**src/rtl/bcg_pkg.sv**
```systemverilog
package bcg_pkg;
    typedef enum logic [1:0] {
        S_IDLE  = 2'd0,
        S_BURST = 2'd1,
        S_PAGE  = 2'd2
    } bcg_state_e;

    localparam int CFG_W       = 4;
    localparam int LEN_CODE_W  = 3;
    localparam int ORDER_BIT   = 3;
    localparam int MAX_POW     = 3;
    localparam logic [LEN_CODE_W-1:0] PAGE_CODE = 3'd7;
endpackage

```
**src/rtl/bcg_cfg_decode.sv**
```systemverilog
module bcg_cfg_decode
    import bcg_pkg::*;
#(
    parameter int COL_W = 10
) (
    input  logic [CFG_W-1:0] cfg,
    output logic [COL_W-1:0] mask,
    output logic             page,
    output logic             intl
);
    logic [LEN_CODE_W-1:0] code;

    always_comb begin
        code = cfg[LEN_CODE_W-1:0];
        page = (code == PAGE_CODE);
        intl = cfg[ORDER_BIT] && !page;
        mask = '0;
        if (page) begin
            mask = '1;
        end else if (int'(code) <= MAX_POW) begin
            mask = COL_W'((1 << code) - 1);
        end
    end
endmodule

```
**src/rtl/bcg_col_calc.sv**
```systemverilog
module bcg_col_calc #(
    parameter int COL_W = 10
) (
    input  logic [COL_W-1:0] base_col,
    input  logic [COL_W-1:0] beat,
    input  logic [COL_W-1:0] mask,
    input  logic             intl,
    output logic [COL_W-1:0] col
);
    logic [COL_W-1:0] seq_col;
    logic [COL_W-1:0] ilv_col;

    always_comb begin
        seq_col = (base_col & ~mask) | ((base_col + beat) & mask);
        ilv_col = base_col ^ (beat & mask);
        col     = intl ? ilv_col : seq_col;
    end
endmodule

```
**src/rtl/burst_col_gen.sv**
```systemverilog
module burst_col_gen
    import bcg_pkg::*;
#(
    parameter int COL_W = 10
) (
    input  logic             clk,
    input  logic             rst_n,
    input  logic             cfg_we,
    input  logic [3:0]       cfg_word,
    input  logic             start,
    input  logic [COL_W-1:0] start_col,
    input  logic             stop,
    output logic [COL_W-1:0] col_out,
    output logic             col_valid,
    output logic             col_last
);
    bcg_state_e       state_q, state_d;
    logic [COL_W-1:0] beat_q, beat_d, beat_nx;
    logic [COL_W-1:0] base_q, base_d;
    logic [COL_W-1:0] col_q, col_d, col_nx;
    logic [CFG_W-1:0] cfg_q, cfg_eff;
    logic             cfg_take;

    logic [COL_W-1:0] run_mask, new_mask;
    logic             run_page, new_page;
    logic             run_intl, new_intl;

    assign cfg_take = cfg_we && (state_q == S_IDLE);
    assign cfg_eff  = cfg_take ? cfg_word : cfg_q;
    assign beat_nx  = beat_q + 1'b1;

    bcg_cfg_decode #(.COL_W(COL_W)) u_dec_run (
        .cfg (cfg_q),
        .mask(run_mask),
        .page(run_page),
        .intl(run_intl)
    );

    bcg_cfg_decode #(.COL_W(COL_W)) u_dec_new (
        .cfg (cfg_eff),
        .mask(new_mask),
        .page(new_page),
        .intl(new_intl)
    );

    bcg_col_calc #(.COL_W(COL_W)) u_calc (
        .base_col(base_q),
        .beat    (beat_nx),
        .mask    (run_mask),
        .intl    (run_intl),
        .col     (col_nx)
    );

    // next-state and datapath selection
    always_comb begin
        state_d = state_q;
        beat_d  = beat_q;
        base_d  = base_q;
        col_d   = col_q;
        if (start) begin
            state_d = new_page ? S_PAGE : S_BURST;
            beat_d  = '0;
            base_d  = start_col;
            col_d   = start_col;
        end else begin
            unique case (state_q)
                S_IDLE: begin
                    state_d = S_IDLE;
                end
                S_BURST: begin
                    if (stop || (beat_q == run_mask)) begin
                        state_d = S_IDLE;
                    end else begin
                        beat_d = beat_nx;
                        col_d  = col_nx;
                    end
                end
                S_PAGE: begin
                    if (stop) begin
                        state_d = S_IDLE;
                    end else begin
                        beat_d = beat_nx;
                        col_d  = col_nx;
                    end
                end
                default: state_d = S_IDLE;
            endcase
        end
    end

    // state register
    always_ff @(posedge clk or negedge rst_n) begin
        if (!rst_n) begin
            state_q <= S_IDLE;
            beat_q  <= '0;
            base_q  <= '0;
            col_q   <= '0;
            cfg_q   <= '0;
        end else begin
            state_q <= state_d;
            beat_q  <= beat_d;
            base_q  <= base_d;
            col_q   <= col_d;
            if (cfg_take) begin
                cfg_q <= cfg_word;
            end
        end
    end

    // outputs
    always_comb begin
        col_out   = col_q;
        col_valid = (state_q != S_IDLE);
        col_last  = (state_q == S_BURST) && (beat_q == run_mask);
    end

    AST_START_LOADS: assert property (@(posedge clk) disable iff (!rst_n)
        start |=> (col_valid && col_out == $past(start_col)));
    AST_RESTART_WINS: assert property (@(posedge clk) disable iff (!rst_n)
        (start && stop && col_valid) |=> col_valid);
    AST_LAST_ENDS: assert property (@(posedge clk) disable iff (!rst_n)
        (col_last && !start) |=> !col_valid);
    AST_LAST_HAS_VALID: assert property (@(posedge clk) disable iff (!rst_n)
        col_last |-> col_valid);
    AST_STOP_ENDS: assert property (@(posedge clk) disable iff (!rst_n)
        (stop && !start) |=> !col_valid);
    AST_PAGE_WRAP: assert property (@(posedge clk) disable iff (!rst_n)
        (state_q == S_PAGE && col_out == '1 && !start && !stop) |=> col_out == '0);
    AST_UPPER_HELD: assert property (@(posedge clk) disable iff (!rst_n)
        (state_q == S_BURST && !col_last && !start && !stop)
        |=> (((col_out ^ $past(col_out)) & ~run_mask) == '0));
    AST_CFG_HELD: assert property (@(posedge clk) disable iff (!rst_n)
        (state_q != S_IDLE) |=> $stable(cfg_q));
endmodule

```
**config.mk**
```make
export PLATFORM = sky130hd
export DESIGN_NAME = burst_col_gen
export DESIGN_NICKNAME = d
export VERILOG_FILES = /design/src/rtl/bcg_pkg.sv /design/src/rtl/bcg_cfg_decode.sv /design/src/rtl/bcg_col_calc.sv /design/src/rtl/burst_col_gen.sv
export SDC_FILE = /design/constraint.sdc
export NUM_CORES = 1
export LEC_CHECK = 0
export BUFFER_PORTS_ARGS = -buffer_cell sky130_fd_sc_hd__buf_2
export CAP_MARGIN = 20
export CORE_MARGIN = 2
export CORE_UTILIZATION = 38
export CTS_CLUSTER_SIZE = 28
export DETAILED_ROUTE_END_ITERATION = 10
export SYNTH_ARGS = -nofsm -noshare
export SYNTH_HDL_FRONTEND = slang
export SYNTH_SLANG_ARGS = --single-unit
```
**constraint.sdc**
```tcl
create_clock -name clk -period 3.3 [get_ports clk]
set_input_delay 0.165 -clock clk [delete_from_list [all_inputs] [get_ports clk]]
set_output_delay 0.165 -clock clk [all_outputs]
set_load 0.03 [all_outputs]
```
==> impl_metrics.json <==
{
  "status": "completed",
  "rr_worst_depth": 11,
  "worst_pin_slew_ns": 0.813,
  "drtIter0Drc": 103,
  "slew_headroom_pct": 45.8,
  "ant_nets": 0,
  "viasPerCell": 5.28,
  "io_buffer_count": 30,
  "powerDensity_nw_per_um2": 616,
  "dieWidth_um": 84.8,
  "reg2reg_slack_ns": 0.29,
  "post_cts_resized": 0,
  "grt_max_degree": 48,
  "synthMuxAreaShare_pct": 7.07,
  "r2r_start": "beat_q[0]$_DFFE_PN0P_",
  "power_uw": 1700,
  "synth_adder_area_share_pct": 6.87,
  "first_pass_iters": 4,
  "setup_violations": 0,
  "layout_setup_ws_ns": 0.292,
  "yosys.area_share.xor_xnor_pct": 8.48,
  "synth_edf_count": 0,
  "fin_skew_ns": 0.00648,
  "grt_use_total_pct": 16.1,
  "cts_tree": "done",
  "clockBufferDepth": 2,
  "dp_slack_ns": 0.319,
  "critPathArrivalTime_ns": 3.19,
  "max_cap_viol_count": 0,
  "synthArstFlopShare_pct": 100,
  "worstSetupPathType": "register to register",
  "clkLatencyLatePin_ns": 0.29,
  "numCtsBuffers": 5,
  "worstReg2RegEnd": "col_out[9]$_DFFE_PN0P_",
  "wl_mm": 5.40,
  "worst-path-max-fanout": 4,
  "initial_core_util_pct": 39.3,
  "ys_seq_area_share_pct": 36.3,
  "period_needed_ns": 3.01,
  "drc": 0,
  "pwr-share-clk_pct": 19.4,
  "gp_congestion": 0.842,
  "grt_pass1_vias": 1931,
  "worstSetupStartpoint": "beat_q[0]$_DFFE_PN0P_",
  "syn-instance-count": 281,
  "final_layout_size_suffix_gt1_share_pct": 15.9,
  "die_area_um2": 7190,
  "dpl.hpwl_mm": 3.97,
  "yosys_warnings": 0,
  "area_growth_pct": 11.6,
  "cts-root-buf": "clkbuf_8",
  "synth_top_family_by_area": "simple AND/OR/NAND/NOR gates",
  "fmax_mhz": 332,
  "endpoint": "col_out[9]$_DFFE_PN0P_",
  "synthSimpleGateAreaFrac_pct": 19.9,
  "rsz0062_at_grt": "false",
  "routedWlPerCell_um": 14.0,
  "internal_power_uw": 992,
  "synth.distinct_cells": 47,
  "seqPwrFrac_pct": 35.2,
  "cp.required_ns": 3.48,
  "coreArea_um2": 6310,
  "nets": 340,
  "grt_antenna_before_repair": 0,
  "maxSlewViolCount": 0,
  "synth_compound_area_share_pct": 16.4,
  "power.leakage_uw": 0.00131,
  "hp-class": "input port to register",
  "hold_viol_final": 0,
  "clkTransAtPathRegs_ns": 0.07,
  "fp.dieH_um": 84.8,
  "synth_ff_type": "dfrtp_1",
  "cts.htree.levels": 2,
  "startpoint_type": "register",
  "antenna_cells": 0,
  "p_comb_share_pct": 45.4,
  "post-route-period-util_pct": 91.1,
  "cts_sinks": 36,
  "grt_pass1_wl_mm": 9.22,
  "swShare_pct": 41.8,
  "grt_overflow_total": 0,
  "syn_avg_cell_area_um2": 8.82,
  "io_pins": 31,
  "synth_seq_cells": 36,
  "cp-end-kind": "register",
  "syn_nets": 313,
  "final.setup.tns_ns": 0,
  "vias": 2039,
  "row_count": 29,
  "syn_area_um2": 2480,
  "vdd_drop_max_v": 0.000358,
  "switchingPower_uw": 713
}
## area by class of cell
cell class              instances  area (um^2)
well taps                      77         96.3
flip-flops and latches         36          901
repair buffers                 33          175
multi-input cells             219         1460
inverters                      13         48.8
clock buffers                   8         90.1
fillers                       652         3550
## layout by cell type (no fill, tap or decap), drive strengths merged, types with 3 or more instances in the layout
master  instances
o211ai          4
nor3            6
mux2            4
xnor2          11
a21oi          14
nand4           4
a21o            4
o21a            3
or3             4
nor2           26
mux2i          13
buf            32
clkbuf          8
nand3           6
dfrtp          36
ha             12
inv            13
o21ai          26
a31oi           4
xor2           13
nand2          36
## how the worst min path moves through the flow
stage                                        end  cells after the start  slack (ns)          from
final                     col_out[7]$_DFFE_PN0P_                      3        0.09  start_col[7]
after global routing      col_out[9]$_DFFE_PN0P_                      2        0.09  start_col[9]
after CTS                  base_q[3]$_DFFE_PN0P_                      3        0.09  start_col[3]
after detailed placement  col_out[5]$_DFFE_PN0P_                      1        0.31         rst_n
after global placement    col_out[5]$_DFFE_PN0P_                      1        0.32         rst_n
after floorplan            base_q[0]$_DFFE_PN0P_                      0       -0.13         rst_n
## what timing repair did
item                      4_1_cts  5_1_grt
hold endpoints to repair        1        0
buffers inserted                0        0
hold buffers                    1        0
## power groups by stage
stage	clock network [uW]	logic, uW	registers, uW
floorplan	0	576	628
global placement	0	769	603
detailed placement	0	777	608
CTS	337	783	601
global route	355	859	616
finish	331	773	600
## through the flow
stage	hold WS [ns]	std cells	util (%)	area, um^2
6_report	0.0906	386	43.8	2770
5_1_grt	0.0944	386	43.8	2770
4_1_cts	0.0900	386	43.8	2770
3_5_place_dp	0.313	377	42.2	2670
3_3_place_gp	0.319	377	42.2	2670
2_1_floorplan	-0.131	281	-	2480
## layer usage
metal | track usage [%] | vias up | routed length [um]
li1 | - | 1031 | -
met1 | 22.1 | 970 | 2710
met2 | 25.2 | 32 | 2430
met3 | 3.54 | 6 | 195
met4 | 5.34 | 0 | 65
met5 | 0 | - | 0
## flip-flops by register name (all words and copies together) (netlist names)
register and count:
beat_q 10, state_q 2, cfg_q 4, col_out 10, base_q 10
## cells in the mapped netlist (all sizes together) (3+ instances only)
cell    count  area share [%]
dfrtp      36              36
nand2      36             5.8
nor2       26             3.9
o21ai      26             5.2
a21oi      14             2.8
inv        13             2.0
mux2i      13             5.2
xor2       13             4.6
ha         12             6.1
xnor2      11             3.9
clkbuf      9             1.4
nand3       6             1.4
nor3        6             1.2
a21o        4             1.2
a31oi       4             1.0
buf         4             1.6
mux2        4             1.8
nand4       4             1.0
o211ai      4             1.2
or3         4             1.0
o21a        3            0.91
## worst max-delay path, cell delays in order (launching register included)
cell     delay (ns)
dfrtp_1        0.42
ha_1           0.23
nand3_1        0.17
nor3_1         0.32
xor2_1         0.24
ha_1           0.31
a21oi_1        0.14
o21ai_0        0.12
or3_1          0.35
a21oi_1        0.22
mux2i_1        0.11
a211o_1        0.26
## cells by family after synthesis
| kind of cell | count (synthesis) |
|---|---|
| AND/OR/NAND/NOR | 101 |
| AO/OA/AOI/OAI | 64 |
| flip-flops | 36 |
| buffers and inverters | 26 |
| XOR/XNOR | 24 |
| multiplexers | 17 |
| adder cells (fa/ha/maj) | 13 |
(Power assumes the default switching activity.)
